[config.mk]
export PLATFORM = sky130hd
export DESIGN_NAME = lin_master_ctl
export DESIGN_NICKNAME = d
export VERILOG_FILES = /design/src/rtl/lin_pkg.sv /design/src/rtl/lin_bit_tx.sv /design/src/rtl/lin_byte_rx.sv /design/src/rtl/lin_frame_seq.sv /design/src/rtl/lin_master_ctl.sv
export SDC_FILE = /design/constraint.sdc
export NUM_CORES = 1
export LEC_CHECK = 0
export ABC_AREA = 1
export CAP_MARGIN = 15
export CORE_ASPECT_RATIO = 0.8
export CORE_UTILIZATION = 35
export CTS_CLUSTER_SIZE = 24
export DETAILED_ROUTE_END_ITERATION = 16
export PLACE_DENSITY_LB_ADDON = 0.3
export SYNTH_ARGS = -nofsm -noshare
export SYNTH_HDL_FRONTEND = slang
export SYNTH_SLANG_ARGS = --single-unit
[constraint.sdc]
create_clock -name clk -period 4.31 [get_ports clk]
set_input_delay 0.862 -clock clk [delete_from_list [all_inputs] [get_ports clk]]
set_output_delay 0.862 -clock clk [all_outputs]
set_load 0.01 [all_outputs]
[src/rtl/lin_pkg.sv]
// Shared definitions for the LIN master engine.
// Holds the register window offsets, the control bit positions, the frame
// sequencer state type, and pure helper functions (parity, length, checksum).
package lin_pkg;

    localparam int PAT_W   = 16;   // widest serial pattern (break plus delimiter)
    localparam int NBUF    = 8;    // payload buffer depth

    localparam logic [3:0] A_CTRL = 4'h8;
    localparam logic [3:0] A_STAT = 4'h9;
    localparam logic [3:0] A_SIZE = 4'hB;
    localparam logic [3:0] A_IDEN = 4'hE;

    localparam int C_START  = 0;
    localparam int C_CLRERR = 2;
    localparam int C_CLRIRQ = 3;
    localparam int C_DIR    = 5;

    typedef enum logic [2:0] {
        S_IDLE, S_BRK, S_SYN, S_PID, S_TXD, S_TXC, S_RXD, S_RXC
    } seq_state_t;

    // Protected identifier: two parity bits above the 6-bit identifier.
    function automatic logic [7:0] lin_pid(input logic [5:0] id);
        logic p0, p1;
        p0 = id[0] ^ id[1] ^ id[2] ^ id[4];
        p1 = ~(id[1] ^ id[3] ^ id[4] ^ id[5]);
        return {p1, p0, id};
    endfunction

    // Payload length from the size nibble, decoding 4'hF from the identifier.
    function automatic logic [3:0] lin_len(input logic [3:0] nib, input logic [5:0] id);
        if (nib == 4'hF) begin
            case (id[5:4])
                2'b10:   return 4'd4;
                2'b11:   return 4'd8;
                default: return 4'd2;
            endcase
        end
        return (nib > 4'd8) ? 4'd8 : nib;
    endfunction

    // One step of the carry-folding 8-bit sum.
    function automatic logic [7:0] csum_add(input logic [7:0] acc, input logic [7:0] b);
        logic [8:0] s;
        s = {1'b0, acc} + {1'b0, b};
        return s[7:0] + {7'b0, s[8]};
    endfunction

endpackage

[src/rtl/lin_bit_tx.sv]
// Serial pattern shifter for the bus transmit line.
// Sends nbits bits of pat, LSB first, each held BIT_DIV clocks; the line
// idles high. Assumes go is only raised while the shifter is idle; done
// pulses for one clock when the last bit has ended.
module lin_bit_tx #(
    parameter int BIT_DIV = 16
) (
    input  logic                          clk,
    input  logic                          rst_n,
    input  logic                          go,
    input  logic [lin_pkg::PAT_W-1:0]     pat,
    input  logic [$clog2(lin_pkg::PAT_W+1)-1:0] nbits,
    output logic                          done,
    output logic                          line
);
    localparam int DW = $clog2(BIT_DIV + 1);
    localparam int NW = $clog2(lin_pkg::PAT_W + 1);

    logic                       busy;
    logic [lin_pkg::PAT_W-1:0]  shreg;
    logic [NW-1:0]              left;
    logic [DW-1:0]              div;

    // Load a pattern, then shift one bit out every BIT_DIV clocks.
    always_ff @(posedge clk) begin
        if (!rst_n) begin
            busy  <= 1'b0;
            done  <= 1'b0;
            shreg <= '0;
            left  <= '0;
            div   <= '0;
        end else begin
            done <= 1'b0;
            if (go && !busy) begin
                busy  <= 1'b1;
                shreg <= pat;
                left  <= nbits;
                div   <= '0;
            end else if (busy) begin
                if (div == DW'(BIT_DIV - 1)) begin
                    div   <= '0;
                    shreg <= shreg >> 1;
                    left  <= left - NW'(1);
                    if (left == NW'(1)) begin
                        busy <= 1'b0;
                        done <= 1'b1;
                    end
                end else begin
                    div <= div + DW'(1);
                end
            end
        end
    end

    assign line = busy ? shreg[0] : 1'b1;

    // the sequencer never launches a new pattern over one in flight.
    assert_go_idle_R1: assert property (@(posedge clk) disable iff (!rst_n)
        go |-> !busy);

endmodule

[src/rtl/lin_byte_rx.sv]
// Byte receiver for the bus receive line.
// While arm is high it waits for a low start bit, samples it at mid-bit,
// then samples eight data bits (LSB first) and the stop bit. A high stop
// gives byte_vld, a low stop gives frame_err. If no start bit appears
// within TIMEOUT_BITS bit times, timeout pulses. Assumes BIT_DIV >= 2.
module lin_byte_rx #(
    parameter int BIT_DIV      = 16,
    parameter int TIMEOUT_BITS = 20
) (
    input  logic       clk,
    input  logic       rst_n,
    input  logic       arm,
    input  logic       rx_pin,
    output logic       byte_vld,
    output logic [7:0] byte_data,
    output logic       frame_err,
    output logic       timeout
);
    localparam int DW      = $clog2(BIT_DIV + 1);
    localparam int HALF    = BIT_DIV / 2;
    localparam int TMO_CYC = TIMEOUT_BITS * BIT_DIV;
    localparam int TW      = $clog2(TMO_CYC + 1);

    typedef enum logic [1:0] {R_WAIT, R_START, R_BITS, R_STOP} rx_state_t;

    rx_state_t      st;
    logic [1:0]     sync_q;
    logic           rx_s;
    logic [DW-1:0]  div;
    logic [2:0]     bit_i;
    logic [7:0]     sh;
    logic [TW-1:0]  tmo;

    // Bring the asynchronous line into the clock domain.
    always_ff @(posedge clk) begin
        if (!rst_n) sync_q <= 2'b11;
        else        sync_q <= {sync_q[0], rx_pin};
    end
    assign rx_s = sync_q[1];

    // Character framing, mid-bit sampling and start-bit timeout.
    always_ff @(posedge clk) begin
        if (!rst_n) begin
            st        <= R_WAIT;
            div       <= '0;
            bit_i     <= '0;
            sh        <= '0;
            tmo       <= '0;
            byte_vld  <= 1'b0;
            frame_err <= 1'b0;
            timeout   <= 1'b0;
        end else begin
            byte_vld  <= 1'b0;
            frame_err <= 1'b0;
            timeout   <= 1'b0;
            if (!arm) begin
                st  <= R_WAIT;
                tmo <= '0;
                div <= '0;
            end else begin
                case (st)
                    R_WAIT: begin
                        if (!rx_s) begin
                            st  <= R_START;
                            div <= '0;
                            tmo <= '0;
                        end else if (tmo == TW'(TMO_CYC - 1)) begin
                            timeout <= 1'b1;
                            tmo     <= '0;
                        end else begin
                            tmo <= tmo + TW'(1);
                        end
                    end
                    R_START: begin
                        if (div == DW'(HALF - 1)) begin
                            div   <= '0;
                            bit_i <= '0;
                            st    <= rx_s ? R_WAIT : R_BITS;
                        end else begin
                            div <= div + DW'(1);
                        end
                    end
                    R_BITS: begin
                        if (div == DW'(BIT_DIV - 1)) begin
                            div   <= '0;
                            sh    <= {rx_s, sh[7:1]};
                            bit_i <= bit_i + 3'd1;
                            if (bit_i == 3'd7) st <= R_STOP;
                        end else begin
                            div <= div + DW'(1);
                        end
                    end
                    default: begin
                        if (div == DW'(BIT_DIV - 1)) begin
                            div <= '0;
                            if (rx_s) byte_vld  <= 1'b1;
                            else      frame_err <= 1'b1;
                            st <= R_WAIT;
                        end else begin
                            div <= div + DW'(1);
                        end
                    end
                endcase
            end
        end
    end

    assign byte_data = sh;

    // a timeout only comes from a receiver that was armed.
    assert_tmo_armed_R9: assert property (@(posedge clk) disable iff (!rst_n)
        timeout |-> $past(arm));

    // at most one event is reported per clock.
    assert_one_event_R8: assert property (@(posedge clk) disable iff (!rst_n)
        $onehot0({byte_vld, frame_err, timeout}));

endmodule

[src/rtl/lin_frame_seq.sv]
// Frame sequencer for the LIN master.
// On start it latches direction, protected identifier, length and checksum
// seed. It then drives the serializer through break, sync and identifier,
// and next either sends the payload and checksum or collects the payload and
// checks the checksum. It ends with a one-clock fin_ok or fin_err pulse.
// Start requests are only taken in the idle state.
module lin_frame_seq #(
    parameter int BREAK_BITS = 13
) (
    input  logic                          clk,
    input  logic                          rst_n,
    input  logic                          start,
    input  logic                          dir,
    input  logic                          enh,
    input  logic [5:0]                    id,
    input  logic [3:0]                    len_nib,
    output logic [2:0]                    buf_rd_idx,
    input  logic [7:0]                    buf_rd_data,
    output logic                          buf_wr,
    output logic [2:0]                    buf_wr_idx,
    output logic [7:0]                    buf_wr_data,
    output logic                          tx_go,
    output logic [lin_pkg::PAT_W-1:0]     tx_pat,
    output logic [$clog2(lin_pkg::PAT_W+1)-1:0] tx_nbits,
    input  logic                          tx_done,
    output logic                          rx_arm,
    input  logic                          rx_vld,
    input  logic [7:0]                    rx_data,
    input  logic                          rx_ferr,
    input  logic                          rx_tmo,
    output logic                          fin_ok,
    output logic                          fin_err
);
    import lin_pkg::*;

    localparam int NW = $clog2(PAT_W + 1);
    localparam logic [PAT_W-1:0] BRK_PAT = PAT_W'(1) << BREAK_BITS;

    seq_state_t  state;
    logic        launched;
    logic        dir_q;
    logic [7:0]  pid_q;
    logic [3:0]  nbytes;
    logic [3:0]  idx;
    logic [7:0]  acc;
    logic        sending;
    logic [7:0]  tx_byte;

    // Select what the serializer sends in each header and transmit state.
    always_comb begin
        sending = 1'b1;
        tx_byte = 8'h55;
        case (state)
            S_PID:   tx_byte = pid_q;
            S_TXD:   tx_byte = buf_rd_data;
            S_TXC:   tx_byte = ~acc;
            S_SYN, S_BRK: tx_byte = 8'h55;
            default: sending = 1'b0;
        endcase
        if (state == S_BRK) begin
            tx_pat   = BRK_PAT;
            tx_nbits = NW'(BREAK_BITS + 1);
        end else begin
            tx_pat   = PAT_W'({1'b1, tx_byte, 1'b0});
            tx_nbits = NW'(10);
        end
    end

    assign tx_go      = sending && !launched;
    assign rx_arm     = (state == S_RXD) || (state == S_RXC);
    assign buf_rd_idx = idx[2:0];

    // Advance through the frame, accumulate the checksum, store received bytes.
    always_ff @(posedge clk) begin
        if (!rst_n) begin
            state       <= S_IDLE;
            launched    <= 1'b0;
            dir_q       <= 1'b0;
            pid_q       <= '0;
            nbytes      <= '0;
            idx         <= '0;
            acc         <= '0;
            buf_wr      <= 1'b0;
            buf_wr_idx  <= '0;
            buf_wr_data <= '0;
            fin_ok      <= 1'b0;
            fin_err     <= 1'b0;
        end else begin
            fin_ok  <= 1'b0;
            fin_err <= 1'b0;
            buf_wr  <= 1'b0;
            if (tx_go) launched <= 1'b1;
            case (state)
                S_IDLE: begin
                    if (start) begin
                        dir_q    <= dir;
                        pid_q    <= lin_pid(id);
                        nbytes   <= lin_len(len_nib, id);
                        acc      <= enh ? lin_pid(id) : 8'h00;
                        idx      <= '0;
                        launched <= 1'b0;
                        state    <= S_BRK;
                    end
                end
                S_BRK: if (tx_done) begin
                    launched <= 1'b0;
                    state    <= S_SYN;
                end
                S_SYN: if (tx_done) begin
                    launched <= 1'b0;
                    state    <= S_PID;
                end
                S_PID: if (tx_done) begin
                    launched <= 1'b0;
                    if (dir_q) state <= (nbytes == 4'd0) ? S_TXC : S_TXD;
                    else       state <= (nbytes == 4'd0) ? S_RXC : S_RXD;
                end
                S_TXD: if (tx_done) begin
                    launched <= 1'b0;
                    acc      <= csum_add(acc, buf_rd_data);
                    idx      <= idx + 4'd1;
                    if (idx == nbytes - 4'd1) state <= S_TXC;
                end
                S_TXC: if (tx_done) begin
                    launched <= 1'b0;
                    fin_ok   <= 1'b1;
                    state    <= S_IDLE;
                end
                S_RXD: begin
                    if (rx_ferr || rx_tmo) begin
                        fin_err <= 1'b1;
                        state   <= S_IDLE;
                    end else if (rx_vld) begin
                        buf_wr      <= 1'b1;
                        buf_wr_idx  <= idx[2:0];
                        buf_wr_data <= rx_data;
                        acc         <= csum_add(acc, rx_data);
                        idx         <= idx + 4'd1;
                        if (idx == nbytes - 4'd1) state <= S_RXC;
                    end
                end
                S_RXC: begin
                    if (rx_ferr || rx_tmo) begin
                        fin_err <= 1'b1;
                        state   <= S_IDLE;
                    end else if (rx_vld) begin
                        if (rx_data == ~acc) fin_ok  <= 1'b1;
                        else                 fin_err <= 1'b1;
                        state <= S_IDLE;
                    end
                end
                default: state <= S_IDLE;
            endcase
        end
    end

    // the identifier is always sent straight after the sync byte.
    assert_hdr_order_R1: assert property (@(posedge clk) disable iff (!rst_n)
        (state == S_PID && $past(state) != S_PID) |-> $past(state) == S_SYN);

    // a frame never carries more than eight payload bytes.
    assert_len_le8_R4: assert property (@(posedge clk) disable iff (!rst_n)
        (state != S_IDLE) |-> nbytes <= 4'd8);

    // the receiver is armed only for receive frames.
    assert_rx_dir_R7: assert property (@(posedge clk) disable iff (!rst_n)
        rx_arm |-> !dir_q);

    // a start while busy never restarts the header.
    assert_busy_start_R11: assert property (@(posedge clk) disable iff (!rst_n)
        (state != S_IDLE && start) |=> (state != S_BRK || $past(state) == S_BRK));

endmodule

[src/rtl/lin_master_ctl.sv]
// LIN master frame engine, top level.
// Holds the register window (payload buffer, control, size, identifier,
// status) and the interrupt. It connects the frame sequencer, the serializer
// and the byte receiver. Register reads are combinational from reg_addr.
// Assumes one register access per clock, from software.
module lin_master_ctl #(
    parameter int BIT_DIV      = 16,
    parameter int BREAK_BITS   = 13,
    parameter int TIMEOUT_BITS = 20
) (
    input  logic       clk,
    input  logic       rst_n,
    input  logic [3:0] reg_addr,
    input  logic       reg_wr,
    input  logic [7:0] reg_wdata,
    output logic [7:0] reg_rdata,
    output logic       lin_tx,
    input  logic       lin_rx,
    output logic       irq
);
    import lin_pkg::*;

    localparam int NW = $clog2(PAT_W + 1);

    logic [7:0]       buf_q [NBUF];
    logic             dir_q, enh_q, done_q, err_q, irq_q;
    logic [3:0]       len_q;
    logic [5:0]       id_q;
    logic             wr_ctrl, start_req, dir_now;
    logic [2:0]       rd_idx, wr_idx;
    logic             seq_wr;
    logic [7:0]       seq_wdata;
    logic             tx_go, tx_done;
    logic [PAT_W-1:0] tx_pat;
    logic [NW-1:0]    tx_nbits;
    logic             rx_arm, rx_vld, rx_ferr, rx_tmo;
    logic [7:0]       rx_data;
    logic             fin_ok, fin_err;

    assign wr_ctrl   = reg_wr && (reg_addr == A_CTRL);
    assign start_req = wr_ctrl && reg_wdata[C_START];
    assign dir_now   = wr_ctrl ? reg_wdata[C_DIR] : dir_q;

    // One payload byte register per slot, written by software or the receiver.
    for (genvar g = 0; g < NBUF; g++) begin : g_buf
        logic [7:0] byte_q;
        always_ff @(posedge clk) begin
            if (!rst_n)
                byte_q <= '0;
            else if (reg_wr && reg_addr == 4'(g))
                byte_q <= reg_wdata;
            else if (seq_wr && wr_idx == 3'(g))
                byte_q <= seq_wdata;
        end
        assign buf_q[g] = byte_q;
    end

    // Configuration registers written through the window.
    always_ff @(posedge clk) begin
        if (!rst_n) begin
            dir_q <= 1'b0;
            enh_q <= 1'b0;
            len_q <= '0;
            id_q  <= '0;
        end else if (reg_wr) begin
            case (reg_addr)
                A_CTRL: dir_q <= reg_wdata[C_DIR];
                A_SIZE: begin
                    enh_q <= reg_wdata[7];
                    len_q <= reg_wdata[3:0];
                end
                A_IDEN: id_q <= reg_wdata[5:0];
                default: ;
            endcase
        end
    end

    // Completion flags and interrupt: software clears first, frame end sets.
    always_ff @(posedge clk) begin
        if (!rst_n) begin
            done_q <= 1'b0;
            err_q  <= 1'b0;
            irq_q  <= 1'b0;
        end else begin
            if (wr_ctrl && reg_wdata[C_CLRIRQ]) begin
                irq_q  <= 1'b0;
                done_q <= 1'b0;
            end
            if (wr_ctrl && reg_wdata[C_CLRERR]) err_q <= 1'b0;
            if (fin_ok)  begin done_q <= 1'b1; irq_q <= 1'b1; end
            if (fin_err) begin err_q  <= 1'b1; irq_q <= 1'b1; end
        end
    end

    // Read mux for the register window.
    always_comb begin
        reg_rdata = 8'h00;
        if (reg_addr < 4'(NBUF)) begin
            reg_rdata = buf_q[reg_addr[2:0]];
        end else begin
            case (reg_addr)
                A_CTRL:  reg_rdata = {2'b00, dir_q, 5'b0};
                A_STAT:  reg_rdata = {5'b0, err_q, 1'b0, done_q};
                A_SIZE:  reg_rdata = {enh_q, 3'b0, len_q};
                A_IDEN:  reg_rdata = {2'b00, id_q};
                default: reg_rdata = 8'h00;
            endcase
        end
    end

    assign irq = irq_q;

    lin_frame_seq #(.BREAK_BITS(BREAK_BITS)) u_seq (
        .clk(clk), .rst_n(rst_n), .start(start_req), .dir(dir_now),
        .enh(enh_q), .id(id_q), .len_nib(len_q),
        .buf_rd_idx(rd_idx), .buf_rd_data(buf_q[rd_idx]),
        .buf_wr(seq_wr), .buf_wr_idx(wr_idx), .buf_wr_data(seq_wdata),
        .tx_go(tx_go), .tx_pat(tx_pat), .tx_nbits(tx_nbits), .tx_done(tx_done),
        .rx_arm(rx_arm), .rx_vld(rx_vld), .rx_data(rx_data),
        .rx_ferr(rx_ferr), .rx_tmo(rx_tmo),
        .fin_ok(fin_ok), .fin_err(fin_err)
    );

    lin_bit_tx #(.BIT_DIV(BIT_DIV)) u_tx (
        .clk(clk), .rst_n(rst_n), .go(tx_go), .pat(tx_pat),
        .nbits(tx_nbits), .done(tx_done), .line(lin_tx)
    );

    lin_byte_rx #(.BIT_DIV(BIT_DIV), .TIMEOUT_BITS(TIMEOUT_BITS)) u_rx (
        .clk(clk), .rst_n(rst_n), .arm(rx_arm), .rx_pin(lin_rx),
        .byte_vld(rx_vld), .byte_data(rx_data),
        .frame_err(rx_ferr), .timeout(rx_tmo)
    );

    // the interrupt only rises together with a done or error flag.
    assert_irq_cause_R10: assert property (@(posedge clk) disable iff (!rst_n)
        $rose(irq_q) |-> (done_q || err_q));

endmodule

==> run metrics <==
row count 56; Hold EP u_rx.sync_q[1]; DRT antenna net count 0; Filler cells 3076; layout cells sized above 1 6.20%; IO Count 26; CP cell instances clkdlybuf4s50_1 -> inv_1 -> nor2_2 -> inv_1 -> buf_4 -> o22ai_1 -> o21ai_0 -> o2111ai_1 -> clkdlybuf4s50_1; Post-CTS Setup Bufs 0; Netlist cell types 52; largest net degree at the start of global routing 50; post-route insts no fill 1893; Worst setup EP type primary output; DRC errors left 0; Power per Cell Area 463 mW/mm2; ys flop type dfxtp_1; CTS tree done; fin crit period 3.99 ns; top area cells in the synthesized netlist dfxtp_1 (35%), o21ai_0 (9.1%), inv_1 (8.2%); core area 0.0293 mm2; FMAX 0.250 GHz; CTS clock-pin slew for the worst setup and hold paths 0.06 ns; Largest stage delay, worst path 0.60 ns; PostCTS Resize Cnt 0; ys async rst share 0%; leakage power 4.59 nW; drt pass-1 iters 5; vias in the first global route 9583; die height 156 um; Worst Path Max Fanout 11; maxcap violations 0; DRT Wirelength 33.6 mm; slowest stage cell on the critical path clkdlybuf4s50_1; number of vias per cell 5.46; RR Endpoint u_seq.acc[6]; register bit total from synthesis 180; Syn Nets 1556; register area share after synthesis 34.5%; Buf+Inv Stages, Crit Path 5; FF-to-FF setup slack 0.52 ns; Syn. warnings 0; die area 0.0305 mm2; Critical Path RT 3.45 ns; CP Class in2out; final worst-path cycle share 92.6%; syn avg cell area 6.95 um2; antenna violations before repair 0; ant diodes 0; worst skew pair latency 0.45 ns; Synth area leader dfxtp_1; post-DP HPWL 25.2 mm; Worst EP arrival 3.13 ns; most frequent cells in the layout inv_1 (227), nand2_1 (210), o21ai_0 (190); WL per Instance 17.8 um; hold depth 1; final setup violating endpoints 0; number of CTS-inserted buffers 17; reg2reg path depth 24; peak supply drop 0.232 mV; status complete, no violations; initial core utilization 35.6%; Placer Congestion 0.945; synth-to-layout area growth 11.5%; Critical R2R Launch u_seq.idx[1]; Clock Skews 0.0137 ns; cells after synthesis 1500; Chip Width 195 um; synthesized area 0.0104 mm2; Hold Path Class reg2reg; clk root buf clkbuf_16; Hold Vio Cnt, Final 0; # nets final 1559; hold_buf cts 0; worst slew pin tran 1.10 ns; first-pass GRT wire length 53.6 mm; Final Cell Area 0.0116 mm2; Synth top area share 34.5%; Worst slew margin 25.9%; clk sinks 180; Port-buffer cells 25; CTS H-tree lvls 4; RSZ-0062 raised after global routing false; total track usage 22.4%; setup TNS 0 ns; initial DRC count 959; Top delay family on crit path buffers and inverters; commonest non-fill, non-tap cell in the layout inv_1; Vias 10300; GRT overflow 0; Placed Cells 1861; Placed Area 0.0111 mm2; Startpoint Class input port; Clock Tree Buf Depth 2; hold path start u_rx.sync_q[0]; Pins Over Slew Limit 0; number of synthesized flops with an enable pin 0
## synthesized netlist by cell type, drive strengths merged (5+ instances only)
cell type  count
o22ai         25
ha            38
xnor2          8
o21a           9
nand3         77
buf           15
dfxtp        180
or2            5
a211oi        68
xor2           8
o21ai        194
a31oi          8
nor3          36
clkbuf        45
nand4         11
o221ai        19
nor2         109
a21oi        160
inv          235
nand2        214
## through the flow
| step | util [%] | setup slack [ns] | power [mW] | hold WS [ns] |
|---|---|---|---|---|
| 6_report | 39.7 | 0.318 | 5.38 | 0.414 |
| 5_1_grt | 39.7 | 0.0995 | 5.73 | 0.425 |
| 4_1_cts | 39.7 | 0.357 | 5.39 | 0.415 |
| 3_5_place_dp | 37.8 | 0.360 | 3.81 | 0.400 |
| 3_3_place_gp | 37.8 | 0.367 | 3.78 | 0.393 |
| 2_1_floorplan | - | 1.19 | 3.30 | 0.393 |
## where the power goes
group | switching [mW] | internal [mW] | total (mW)
Clock | 0.736 | 0.836 | 1.57
Sequential | 0.141 | 1.80 | 1.94
Combinational | 1.27 | 0.600 | 1.87
Total | 2.14 | 3.24 | 5.38
## logic make-up (layout without fill, tap and decap cells)
| kind of cell | count (synthesis) | after routing | synth area share, % |
|---|---|---|---|
| AOI/OAI and AO/OA | 506 | 506 | 28.3 |
| xor gates and xnor gates | 16 | 16 | 1.34 |
| adders and majority gates | 40 | 40 | 4.94 |
| buffers and inverters | 296 | 312 | 10.9 |
| DFF | 180 | 180 | 34.5 |
| and+or+nand+nor | 462 | 462 | 20.0 |
## cell type report
cell class	count	area [um2]	area share (%)
multi-input cells	1024	5700	49.0
flip-flops and latches	180	3600	31.0
inverters	236	886	7.62
well taps	377	472	4.06
clock buffers	19	453	3.89
repair buffers	44	400	3.44
clock inverters	13	123	1.05
## worst max-delay path by stage
stage | start | endpoint | depth (start not counted)
global placement | reg_addr[1] | reg_rdata[5] | 8
finish | reg_addr[1] | reg_rdata[1] | 9
detailed placement | reg_addr[1] | reg_rdata[1] | 9
global route | u_seq.idx[1] | u_seq.acc[6] | 23
floorplan | u_seq.idx[0] | u_seq.acc[6] | 22
CTS | reg_addr[0] | reg_rdata[3] | 7
## worst reg2reg max path: cells and delay by family, from the launching register on
kind                       cells  cell delay [ns]
AOI/OAI and AO/OA              5             0.73
buffers and inverters          5             0.89
and+or+nand+nor               11             1.09
DFF                            1             0.34
adders and majority gates      3             0.63
## metal layers
| metal | part of all wire, % | global-route usage, % |
|---|---|---|
| met1 | 49 | 32.2 |
| met2 | 43 | 33.8 |
| met3 | 6.4 | 4.03 |
| met4 | 1.8 | 6.79 |
| met5 | 0 | 0 |
## flip-flops by register name (all words and copies together), names as in the netlist, 3 cells and up
signal	count
len_q	4
g_buf.byte_q	64
u_seq.buf_wr_idx	3
u_seq.acc	8
u_seq.state	3
u_seq.idx	4
u_tx.shreg	14
u_rx.byte_data	8
id_q	6
u_tx.left	5
u_seq.buf_wr_data	8
u_rx.div	5
u_seq.pid_q	8
u_rx.tmo	9
u_rx.bit_i	3
u_seq.nbytes	4
u_tx.div	5
Power figures use the tool's default switching activity.
